$ cat config.mk
export PLATFORM = sky130hd
export DESIGN_NAME = intv_timer
export DESIGN_NICKNAME = d
export VERILOG_FILES = /design/src/rtl/intv_timer_pkg.sv /design/src/rtl/intv_prescale.sv /design/src/rtl/intv_count_fsm.sv /design/src/rtl/intv_status.sv /design/src/rtl/intv_timer.sv
export SDC_FILE = /design/constraint.sdc
export NUM_CORES = 1
export LEC_CHECK = 0
export ABC_AREA = 1
export BUFFER_PORTS_ARGS = -buffer_cell sky130_fd_sc_hd__buf_4
export CAP_MARGIN = 5
export CORE_ASPECT_RATIO = 0.75
export CORE_MARGIN = 2
export CORE_UTILIZATION = 39
export DETAILED_ROUTE_END_ITERATION = 8
export PLACE_DENSITY = 0.64
export SYNTH_ARGS = -nofsm -noshare
export SYNTH_HDL_FRONTEND = slang
export SYNTH_HIERARCHICAL = 1
export SYNTH_SLANG_ARGS = --single-unit
$ cat constraint.sdc
create_clock -name clk -period 2.05 [get_ports clk]
set_input_delay 0.41 -clock clk [delete_from_list [all_inputs] [get_ports clk]]
set_output_delay 0.41 -clock clk [all_outputs]
set_load 0.01 [all_outputs]
$ cat src/rtl/intv_timer_pkg.sv
package intv_timer_pkg;
    localparam int CTL_W     = 16;
    localparam int LOAD_LSB  = 8;
    localparam int AUTO_BIT  = 1;
    localparam int START_BIT = 0;

    typedef enum logic {
        ST_IDLE = 1'b0,
        ST_RUN  = 1'b1
    } tmr_state_e;
endpackage

$ cat src/rtl/intv_prescale.sv
module intv_prescale #(
    parameter int TICK_DIV = 2696
) (
    input  logic clk,
    input  logic rst_n,
    input  logic restart,
    output logic tick
);
    localparam int PW = (TICK_DIV > 1) ? $clog2(TICK_DIV) : 1;
    localparam logic [PW-1:0] LAST = PW'(TICK_DIV - 1);

    logic [PW-1:0] pcnt;

    always_ff @(posedge clk or negedge rst_n) begin
        if (!rst_n)
            pcnt <= '0;
        else if (restart || pcnt == LAST)
            pcnt <= '0;
        else
            pcnt <= pcnt + PW'(1);
    end

    assign tick = (pcnt == LAST);


    restart_no_tick_chk: assert property (@(posedge clk) disable iff (!rst_n)
        restart |=> !tick);
endmodule

$ cat src/rtl/intv_count_fsm.sv
module intv_count_fsm
    import intv_timer_pkg::*;
#(
    parameter int CNT_W = 8
) (
    input  logic             clk,
    input  logic             rst_n,
    input  logic             wr_en,
    input  logic [CNT_W-1:0] wr_load,
    input  logic             wr_auto,
    input  logic             wr_start,
    input  logic             tick,
    output logic             expire_o
);
    tmr_state_e       st, st_n;
    logic [CNT_W-1:0] cnt, cnt_n;
    logic [CNT_W-1:0] load_q;
    logic             auto_q;
    logic             fire;
    logic             go;

    assign go = wr_en && (wr_load != '0) && (wr_auto || wr_start);

    always_comb begin
        st_n  = st;
        cnt_n = cnt;
        fire  = 1'b0;
        if (wr_en) begin
            st_n  = go ? ST_RUN : ST_IDLE;
            cnt_n = wr_load;
        end else begin
            unique case (st)
                ST_IDLE: st_n = ST_IDLE;
                ST_RUN: begin
                    if (tick) begin
                        if (cnt == CNT_W'(1)) begin
                            fire = 1'b1;
                            if (auto_q) begin
                                cnt_n = load_q;
                            end else begin
                                st_n = ST_IDLE;
                            end
                        end else begin
                            cnt_n = cnt - CNT_W'(1);
                        end
                    end
                end
                default: st_n = ST_IDLE;
            endcase
        end
    end

    // state register
    always_ff @(posedge clk or negedge rst_n) begin
        if (!rst_n) begin
            st     <= ST_IDLE;
            cnt    <= '0;
            load_q <= '0;
            auto_q <= 1'b0;
        end else begin
            st  <= st_n;
            cnt <= cnt_n;
            if (wr_en) begin
                load_q <= wr_load;
                auto_q <= wr_auto;
            end
        end
    end

    // outputs
    always_ff @(posedge clk or negedge rst_n) begin
        if (!rst_n)
            expire_o <= 1'b0;
        else
            expire_o <= fire;
    end


    one_cycle_strobe_chk: assert property (@(posedge clk) disable iff (!rst_n)
        expire_o |=> !expire_o);


    fire_from_run_chk: assert property (@(posedge clk) disable iff (!rst_n)
        expire_o |-> $past(st == ST_RUN));


    single_shot_stop_chk: assert property (@(posedge clk) disable iff (!rst_n)
        (fire && !auto_q) |=> (st == ST_IDLE));


    zero_load_idle_chk: assert property (@(posedge clk) disable iff (!rst_n)
        (wr_en && wr_load == '0) |=> (st == ST_IDLE));
endmodule

$ cat src/rtl/intv_status.sv
module intv_status (
    input  logic clk,
    input  logic rst_n,
    input  logic set_i,
    input  logic clr_i,
    output logic stat_q
);
    always_ff @(posedge clk or negedge rst_n) begin
        if (!rst_n)
            stat_q <= 1'b0;
        else if (set_i)
            stat_q <= 1'b1;
        else if (clr_i)
            stat_q <= 1'b0;
    end


    set_wins_chk: assert property (@(posedge clk) disable iff (!rst_n)
        set_i |=> stat_q);


    sticky_hold_chk: assert property (@(posedge clk) disable iff (!rst_n)
        (stat_q && !clr_i) |=> stat_q);
endmodule

$ cat src/rtl/intv_timer.sv
module intv_timer
    import intv_timer_pkg::*;
#(
    parameter int TICK_DIV = 2696,
    parameter int CNT_W    = 8
) (
    input  logic             clk,
    input  logic             rst_n,
    input  logic             ctl_we,
    input  logic [CTL_W-1:0] ctl_wdata,
    input  logic             stat_clr,
    input  logic             irq_en,
    output logic             stat_o,
    output logic             irq,
    output logic             expire_o
);
    logic tick;

    intv_prescale #(.TICK_DIV(TICK_DIV)) u_pre (
        .clk     (clk),
        .rst_n   (rst_n),
        .restart (ctl_we),
        .tick    (tick)
    );

    intv_count_fsm #(.CNT_W(CNT_W)) u_fsm (
        .clk      (clk),
        .rst_n    (rst_n),
        .wr_en    (ctl_we),
        .wr_load  (ctl_wdata[LOAD_LSB +: CNT_W]),
        .wr_auto  (ctl_wdata[AUTO_BIT]),
        .wr_start (ctl_wdata[START_BIT]),
        .tick     (tick),
        .expire_o (expire_o)
    );

    intv_status u_stat (
        .clk    (clk),
        .rst_n  (rst_n),
        .set_i  (expire_o),
        .clr_i  (stat_clr),
        .stat_q (stat_o)
    );

    assign irq = stat_o & irq_en;


    quiet_after_reset_chk: assert property (@(posedge clk)
        $rose(rst_n) |-> (!expire_o && !stat_o));
endmodule

**Word-level counts from Yosys, hierarchy flattened**

Cells that the tools add are included.

- Add/sub/neg operators: 2
- Eq/ne operators: 3
- Multiplexer cells: 18
- Bitwise logic cells: 2
- Reductions and logical operators: 9

Operators with widths:

| operator | count |
|---|---|
| $mux W8 | 5 |
| $add A12 B1 Y12 const B | 1 |
| $eq A12 B12 Y1 const B | 1 |
| $mux W12 | 1 |
| $mux W1 | 11 |
| $eq A8 B1 Y1 const B | 1 |
| $reduce_bool A8 Y1 | 1 |
| $sub A8 B1 Y8 const B | 1 |
| $reduce_bool A2 Y1 | 3 |
| $ne A3 B2 Y1 const B | 1 |
| $reduce_and A3 Y1 | 1 |
| $logic_and A1 B1 Y1 | 2 |
| $logic_or A1 B1 Y1 | 2 |
| $pmux W1 S2 | 1 |
| $and A1 B1 Y1 | 1 |
| $not A1 Y1 | 1 |

- Register bits: 32
- Output and inout port bits: 3

**Depth between registers and ports, before layout**

Gate-level depths: netlist (run 1).

- Word-level depth: 5
- Depth in mapped cells: 11
- Mapped depth without buffers: 11

**Hierarchy**

The synthesis (run 1) kept the hierarchy.

Modules (own cells, without submodules):

| module | instances | cells an instance | area each (um2) | sequential area each (um2) |
|---|---|---|---|---|
| intv_count_fsm | 1 | 160 | 1,181.1 | 475.5 |
| intv_prescale | 1 | 99 | 700.7 | 300.3 |
| intv_status | 1 | 5 | 40.0 | 25.0 |
| intv_timer | 1 | 2 | 7.5 | 0.0 |

**Worst setup path after synthesis (run 1)**

OpenSTA, ideal clock, no wires.

- Path type: register to register
- Start: reg u_pre.pcnt[0]
- End: reg u_fsm.cnt[6]
- Arrival: 1.307 ns
- Slack: 0.622 ns
- Cell stages (with the launch flop): 11
- Buffers on the path: 0
- Clock period less this slack: 1.428 ns
- Cells stage by stage: dfrtp_1 -> ha_1 -> nand2_1 -> nor2_1 -> nand3b_1 -> inv_1 -> inv_1 -> nand2_1 -> nand3_4 -> a21oi_1 -> nand2_1

- Longest elaborated chain between the ends: 3

RTL lines:

| what | line | source |
|---|---|---|
| start, declared | intv_prescale.sv:12 | `logic [PW-1:0] pcnt;` |
| start signal, assigned | intv_prescale.sv:20 | `pcnt <= pcnt + PW'(1);` |
| $eq A12 B12 Y1 | intv_prescale.sv:23 | `assign tick = (pcnt == LAST);` |
| named net tick | intv_timer.sv:17 | `logic tick;` |
| $reduce_bool A2 Y1 (no source line) | n/a |  |
| $reduce_and A3 Y1 (no source line) | n/a |  |
| end signal, assigned | intv_count_fsm.sv:62 | `cnt <= cnt_n;` |
| end, declared | intv_count_fsm.sv:16 | `logic [CNT_W-1:0] cnt, cnt_n;` |

The timed path passes the listed nets, and every way through them passes these cells.
A chain may end at the register's enable or synchronous reset.

**Worst setup path in the final report (run 1)**

- Start: reg u_pre.pcnt[0]
- End: reg u_fsm.cnt[7]

The elaborated chain is that of the path after synthesis.

==> metrics.csv, run 1 <==
metric,value,unit
status,"finished, final reports clean",
post_synth_num_cell_types,27,
placeableCoreArea,0.00482,mm2
cts_root_buf,sky130_fd_sc_hd__clkbuf_8,
drt-wirelength-per-cell,11.9,um
relSlewSlack,69.8,%
syn_area,0.00193,mm2
endpoint_kind,flip-flop,
slowest_stage,sky130_fd_sc_hd__dfrtp_1,
hold_slack,0.0587,ns
seq_area_frac_synth,41.5,%
num_vias,1636,
drt_first_pass_iters,5,
area.growth.synth_to_final,14.0,%
power_per_cell_area,655,mW/mm2
fin_tns_setup,0,ns
worstPathMaxFanout,8,
min-delay-path-class,in2async,
grt_start_max_net_pins,33,
timing.critical_path.depth,10,
r2r.worst_path.cells,10,
cellLeakagePower,1.20,nW
synth-seq-cells,32,
numClockSinks,32,
vias_in_the_first_global_route,1574,
dp.final_hpwl,2.95,mm
drive_gt1_share,14.9,%
postLayoutCoreUtil,45.7,%
worst_clock_skew,0.00663,ns
ys.warnings.count,6,
regToRegStartpoint,u_pre/pcnt[0]$_DFF_PN0_,
timing_worst_slew_pin_value,0.452,ns
routed_wl,4.15,mm
timing.critical_path.cells,ha_1 -> nand2_1 -> nor2_1 -> nand3b_1 -> inv_1 -> inv_1 -> nand2_1 -> nand3_4 -> a21oi_1 -> nand2_1,
pwr-share-seq,49.5,%
cts_max_level,2,
via_per_inst,4.70,
maxcap_viol_count,0,
cts_tree,built,
post_cts_buffers,0,
timing.critical_path.slowest_cell_delay,0.41,ns
timing_worst_setup_path_type,reg2reg,
remaining_drc_errors,0,
power_switching_share,28.9,%
ff2ff_setup_slack,0.44,ns
die_width,85.2,um
post-route-period-util,78.8,%
fp.dieArea,0.00553,mm2
antenna_cells,0,
fp.dieH,64.9,um
layout_min_cycle_time,1.61,ns
post_cts_resized,0,
fin_nets,312,
internal-power,1.02,mW
worstReg2RegEnd,u_fsm/cnt[7]$_DFFE_PN0P_,
ir_worst_vdd,269,uV
initial_core_util,40.1,%
rows,22,
port_buffers,17,
cp-start-kind,flip-flop,
routabilityCongestion,0.802,
syn-mean-instance-area,7.25,um2
synthesis.instances,266,
cts_hold_buf,0,
cts_buffer_depth,2,
drtIter0Drc,118,
syn-num-nets,291,
cpLargestDelayFamily,simple AND/OR/NAND/NOR gates,
setup_viol_count_final,0,
grt_util_all_layers,17.4,%
insertion_delay,0.29,ns
critical_path_arrival,1.79,ns
cts_buffers,5,
total_switching_power,0.417,mW
maxSlewViolCount,0,
rsz0062_at_grt,false,
finalHoldViolations,0,
clock_pin_slew_worst_setup_and_hold_paths,0.07,ns
max_freq,619,MHz
timing.critical_path.required,2.22,ns
crit_buf_inv,2,
grt_pass1_wl,7.40,mm
pwr-share-clk,35.2,%
relative_contribution_of_combinational_cells_to_total_power,15.3,%
floorplan.io_pins,24,
critPathMostFrequentCell,sky130_fd_sc_hd__nand2_1,
grt_overflow,0,
detail-route-antenna-nets,0,
tot_pwr,1.44,mW
antenna_found_initial,0,
## cell usage in the layout, fill, tap and decap left out
| master | synthesis | layout |
|---|---|---|
| sky130_fd_sc_hd__dfrtp_1 | 32 | 32 |
| sky130_fd_sc_hd__nor4_1 | 1 | 1 |
| sky130_fd_sc_hd__nor2_2 | 3 | 3 |
| sky130_fd_sc_hd__xnor2_1 | 1 | 1 |
| sky130_fd_sc_hd__nand3b_1 | 1 | 1 |
| sky130_fd_sc_hd__o21ai_0 | 5 | 5 |
| sky130_fd_sc_hd__nand4_1 | 5 | 5 |
| sky130_fd_sc_hd__nor2_8 | 1 | 1 |
| sky130_fd_sc_hd__nand3_1 | 28 | 28 |
| sky130_fd_sc_hd__nand2_2 | 4 | 4 |
| sky130_fd_sc_hd__buf_4 | 0 | 18 |
| sky130_fd_sc_hd__a21oi_4 | 1 | 1 |
| sky130_fd_sc_hd__nand2_4 | 2 | 2 |
| sky130_fd_sc_hd__inv_1 | 40 | 40 |
| sky130_fd_sc_hd__inv_2 | 1 | 1 |
| sky130_fd_sc_hd__clkbuf_8 | 0 | 6 |
| sky130_fd_sc_hd__xor2_1 | 4 | 4 |
| sky130_fd_sc_hd__nand2_1 | 83 | 83 |
| sky130_fd_sc_hd__inv_4 | 1 | 1 |
| sky130_fd_sc_hd__ha_1 | 4 | 4 |
| sky130_fd_sc_hd__o211ai_1 | 1 | 1 |
| sky130_fd_sc_hd__nor2_4 | 1 | 1 |
| sky130_fd_sc_hd__clkinv_2 | 0 | 2 |
| sky130_fd_sc_hd__nand3_2 | 2 | 2 |
| sky130_fd_sc_hd__a21oi_1 | 7 | 7 |
| sky130_fd_sc_hd__o21ai_1 | 2 | 2 |
| sky130_fd_sc_hd__nand3_4 | 1 | 1 |
| sky130_fd_sc_hd__nor2_1 | 31 | 31 |
## state kept, by name (all words and copies together), names as in the netlist
signal          flops
u_fsm/auto_q        1
u_fsm/cnt           8
u_fsm/expire_o      1
u_fsm/load_q        8
u_fsm/st            1
u_pre/pcnt         12
u_stat/stat_q       1
## kinds of logic (layout without fill, tap and decap cells)
group                      Yosys count  in the layout  share of synthesized area (%)
xor gates and xnor gates             5              5                           2.27
AOI/OAI and AO/OA                   16             16                           4.86
DFF                                 32             32                           41.5
adders and majority gates            4              4                           2.59
buffers and inverters               46             68                           9.99
and+or+nand+nor                    163            163                           38.8
## power by group through the flow
stage          registers (mW)  clock network (mW)  logic, mW
2_1_floorplan           0.716                   0      0.156
3_3_place_gp            0.723                   0      0.217
3_5_place_dp            0.725                   0      0.221
4_1_cts                 0.713               0.525      0.224
5_1_grt                 0.721               0.556      0.260
6_report                0.713               0.507      0.221
## cell type report
class / instances / area [um2]
sequential: 32 / 801
fill: 497 / 2620
clock inverter: 2 / 10.0
inverter: 42 / 160
tap: 60 / 75.1
timing repair buffer: 18 / 135
multi-input combinational: 188 / 936
clock buffer: 6 / 82.6
## through the flow
step | cell area, um2 | setup slack, ns | cells
floorplan | 1930 | 0.622 | 266
global placement | 2110 | 0.479 | 340
detailed placement | 2110 | 0.454 | 340
CTS | 2200 | 0.439 | 348
global route | 2200 | 0.197 | 348
finish | 2200 | 0.435 | 348
## metal layers
layer  GRT usage, %  routed length, um  up-vias
met5              0                  0        -
met4           7.54                 29        0
met3           3.95                202        2
met2           24.9               1730       31
met1           24.9               2180      743
li1               -                  -      860
## Yosys cell counts
| library cell | number | share of area [%] |
|---|---|---|
| sky130_fd_sc_hd__xor2_1 | 4 | 1.8 |
| sky130_fd_sc_hd__inv_4 | 1 | 0.32 |
| sky130_fd_sc_hd__nand4_1 | 5 | 1.6 |
| sky130_fd_sc_hd__nand2_1 | 83 | 16 |
| sky130_fd_sc_hd__nor2_1 | 31 | 6.0 |
| sky130_fd_sc_hd__inv_1 | 40 | 7.8 |
| sky130_fd_sc_hd__o211ai_1 | 1 | 0.39 |
| sky130_fd_sc_hd__nor2_8 | 1 | 1.0 |
| sky130_fd_sc_hd__ha_1 | 4 | 2.6 |
| sky130_fd_sc_hd__xnor2_1 | 1 | 0.45 |
| sky130_fd_sc_hd__dfrtp_1 | 32 | 42 |
| sky130_fd_sc_hd__nand2_4 | 2 | 1.2 |
| sky130_fd_sc_hd__nand3b_1 | 1 | 0.39 |
| sky130_fd_sc_hd__a21oi_1 | 7 | 1.8 |
| sky130_fd_sc_hd__buf_6 | 2 | 1.2 |
| sky130_fd_sc_hd__a21oi_4 | 1 | 0.84 |
| sky130_fd_sc_hd__o21ai_0 | 5 | 1.3 |
| sky130_fd_sc_hd__nand3_2 | 2 | 1.0 |
| sky130_fd_sc_hd__nor4_1 | 1 | 0.32 |
| sky130_fd_sc_hd__buf_2 | 2 | 0.52 |
| sky130_fd_sc_hd__nand3_1 | 28 | 7.3 |
| sky130_fd_sc_hd__nor2_2 | 3 | 0.97 |
| sky130_fd_sc_hd__nor2_4 | 1 | 0.58 |
| sky130_fd_sc_hd__inv_2 | 1 | 0.19 |
| sky130_fd_sc_hd__o21ai_1 | 2 | 0.52 |
| sky130_fd_sc_hd__nand3_4 | 1 | 0.91 |
| sky130_fd_sc_hd__nand2_2 | 4 | 1.3 |
## worst max path at each step
stage	slack, ns	from	to
6_report	0.44	u_pre/pcnt[0]$_DFF_PN0_	u_fsm/cnt[7]$_DFFE_PN0P_
5_1_grt	0.20	u_pre/pcnt[0]$_DFF_PN0_	u_fsm/cnt[7]$_DFFE_PN0P_
4_1_cts	0.44	u_pre/pcnt[0]$_DFF_PN0_	u_fsm/cnt[7]$_DFFE_PN0P_
3_5_place_dp	0.45	u_pre/pcnt[0]$_DFF_PN0_	u_fsm/cnt[7]$_DFFE_PN0P_
3_3_place_gp	0.48	u_pre/pcnt[0]$_DFF_PN0_	u_fsm/cnt[7]$_DFFE_PN0P_
2_1_floorplan	0.62	u_pre/pcnt[0]$_DFF_PN0_	u_fsm/cnt[6]$_DFFE_PN0P_
(Power assumes the default switching activity.)
==> run 2, diff against run 1 <==
==> constraint.sdc (replaced) <==
create_clock -name clk -period 1.65 [get_ports clk]
set_input_delay 0.33 -clock clk [delete_from_list [all_inputs] [get_ports clk]]
set_output_delay 0.33 -clock clk [all_outputs]
set_load 0.01 [all_outputs]
==> metrics.csv, run 2 (same netlist as run 1, synthesis figures left out) <==
metric,value,unit,change
status,"finished, final reports clean",,unchanged
remaining_drc_errors,0,,unchanged
worstReg2RegEnd,u_fsm/cnt[7]$_DFFE_PN0P_,,unchanged
maxcap_viol_count,0,,unchanged
drtIter0Drc,46,,was 118
num_vias,1661,,"was 1,636"
power_per_cell_area,799,mW/mm2,was 655 mW/mm2
drt_first_pass_iters,4,,was 5
relSlewSlack,72.7,%,was 69.8%
post-route-period-util,91.7,%,was 78.8%
hold_path_depth,4,,
floorplan.io_pins,24,,unchanged
fp.dieH,64.9,um,unchanged
port_buffers,17,,unchanged
detail-route-antenna-nets,0,,unchanged
worstHoldEndpoint,u_stat/stat_q$_DFFE_PN0P_,,
most_frequent_standard_cell_in_the_layout_excluding_fill_and_tap_cells,sky130_fd_sc_hd__nand2_1,,unchanged
hold_slack,0.280,ns,was 0.0587 ns
place_area,0.00214,mm2,was 0.00211 mm2
fp.dieArea,0.00553,mm2,unchanged
layout.cell_area.non_filler,0.00226,mm2,was 0.00220 mm2
endpoint_kind,flip-flop,,unchanged
timing_worst_setup_path_type,reg2reg,,unchanged
final_cell_mix,"83 x sky130_fd_sc_hd__nand2_1, 39 x sky130_fd_sc_hd__inv_1, 32 x sky130_fd_sc_hd__dfrtp_1, 30 x sky130_fd_sc_hd__nor2_1, 28 x sky130_fd_sc_hd__nand3_1",,"was 83 x sky130_fd_sc_hd__nand2_1, 40 x sky130_fd_sc_hd__inv_1, 32 x sky130_fd_sc_hd__dfrtp_1, 31 x sky130_fd_sc_hd__nor2_1, 28 x sky130_fd_sc_hd__nand3_1"
r2r.worst_path.cells,9,,was 10
drt-wirelength-per-cell,11.6,um,was 11.9 um
layoutNonFillerInstCount,354,,was 348
cts_root_buf,sky130_fd_sc_hd__clkbuf_8,,unchanged
place_worst_setup_slack,0.102,ns,was 0.454 ns
fin_tns_setup,0,ns,unchanged
reg_top3,"u_pre/pcnt (12), u_fsm/cnt (8), u_fsm/load_q (8)",,unchanged
ir_worst_vdd,339,uV,was 269 uV
max_freq,661,MHz,was 619 MHz
cellLeakagePower,1.22,nW,was 1.20 nW
largest_register_ff_count,12,,unchanged
routed_wl,4.09,mm,was 4.15 mm
initial_core_util,40.1,%,unchanged
setup_viol_count_final,0,,unchanged
grt_pass1_wl,7.37,mm,was 7.40 mm
drive_gt1_share,18.0,%,was 14.9%
worstHoldStart,stat_clr,,
finalHoldViolations,0,,unchanged
maxSlewViolCount,0,,unchanged
timing.critical_path.required,1.82,ns,was 2.22 ns
postLayoutCoreUtil,46.9,%,was 45.7%
grt_util_all_layers,16.8,%,was 17.4%
ff2ff_setup_slack,0.14,ns,was 0.44 ns
worstPathMaxFanout,10,,was 8
antenna_found_initial,0,,unchanged
max_flop_register,u_pre/pcnt,,unchanged
fin_nets,318,,was 312
area.growth.synth_to_final,17.1,%,was 14.0%
cp-start-kind,flip-flop,,unchanged
clock_pin_slew_worst_setup_and_hold_paths,0.07,ns,about the same
num-fill-cells,478,,was 497
min-delay-path-class,in2reg,,was in2async
insertion_delay,0.28,ns,was 0.29 ns
regToRegStartpoint,u_fsm/cnt[1]$_DFFE_PN0P_,,was u_pre/pcnt[0]$_DFF_PN0_
vias_in_the_first_global_route,1639,,"was 1,574"
via_per_inst,4.69,,was 4.70
antenna_cells,0,,unchanged
timing_worst_slew_pin_value,0.410,ns,was 0.452 ns
die_width,85.2,um,unchanged
cts_tree,built,,unchanged
cts_max_level,2,,unchanged
routabilityCongestion,0.801,,was 0.802
worst_clock_skew,0.00798,ns,was 0.00663 ns
cts_buffers,5,,unchanged
place_inst,344,,was 340
dp.final_hpwl,2.95,mm,about the same
placeableCoreArea,0.00482,mm2,unchanged
tot_pwr,1.80,mW,was 1.44 mW
rows,22,,unchanged
post_cts_buffers,0,,unchanged
cts_buffer_depth,2,,unchanged
numClockSinks,32,,unchanged
grt_overflow,0,,unchanged
critical_path_arrival,1.68,ns,was 1.79 ns
finalWorstSetupSlack,0.137,ns,was 0.435 ns
grt_start_max_net_pins,33,,unchanged
layout_min_cycle_time,1.51,ns,was 1.61 ns
==> run 2: cell type report <==
type,count,area [um2],area share (%)
inverter,42,160,7.09
timing repair buffer,23,175,7.76
tap,60,75.1,3.32
multi-input combinational,189,955,42.3
clock buffer,6,82.6,3.66
sequential,32,801,35.5
clock inverter,2,10.0,0.443
==> run 2: critical path, stage by stage (launching register included) <==
cell	delay (ns)
sky130_fd_sc_hd__dfrtp_1	0.38
sky130_fd_sc_hd__inv_1	0.12
sky130_fd_sc_hd__ha_1	0.21
sky130_fd_sc_hd__nand2_2	0.10
sky130_fd_sc_hd__nor2_8	0.24
sky130_fd_sc_hd__nand2_4	0.07
sky130_fd_sc_hd__nand2_2	0.06
sky130_fd_sc_hd__nand2_2	0.07
sky130_fd_sc_hd__nand3_2	0.08
sky130_fd_sc_hd__nand2_1	0.05
==> run 2: repair_timing <==
| item | CTS | global route |
|---|---|---|
| endpoints found under the hold margin | 32 | 0 |
| hold buffers | 1 | 0 |
| gates resized for setup | 0 | 6 |
| setup endpoints to repair | 0 | 8 |
==> run 2: report_power, final <==
part	internal [mW]	switching [mW]	total, mW	leakage [nW]
registers	0.837	0.0474	0.884	0.406
logic	0.113	0.181	0.294	0.764
clock network	0.333	0.293	0.626	0.0510
==> run 2: how the worst max path moves through the flow <==
stage / slack (ns) / from / cells past startpoint / to
finish: 0.14 / u_fsm/cnt[1]$_DFFE_PN0P_ / 9 / u_fsm/cnt[7]$_DFFE_PN0P_
global route: -0.00001 / u_pre/pcnt[0]$_DFF_PN0_ / 10 / u_fsm/cnt[7]$_DFFE_PN0P_
CTS: 0.09 / u_fsm/cnt[1]$_DFFE_PN0P_ / 9 / u_fsm/cnt[1]$_DFFE_PN0P_
detailed placement: 0.10 / u_pre/pcnt[0]$_DFF_PN0_ / 10 / u_fsm/cnt[7]$_DFFE_PN0P_
global placement: 0.14 / u_pre/pcnt[0]$_DFF_PN0_ / 10 / u_fsm/cnt[7]$_DFFE_PN0P_
floorplan: 0.22 / u_pre/pcnt[0]$_DFF_PN0_ / 10 / u_fsm/cnt[6]$_DFFE_PN0P_
==> run 2: metal layers <==
| layer | track usage (%) | up-vias | wire length (um) |
|---|---|---|---|
| li1 | - | 876 | - |
| met1 | 24.6 | 756 | 2260 |
| met2 | 25.3 | 27 | 1660 |
| met3 | 3.57 | 2 | 162 |
| met4 | 4.17 | 0 | 14 |
| met5 | 0 | - | 0 |
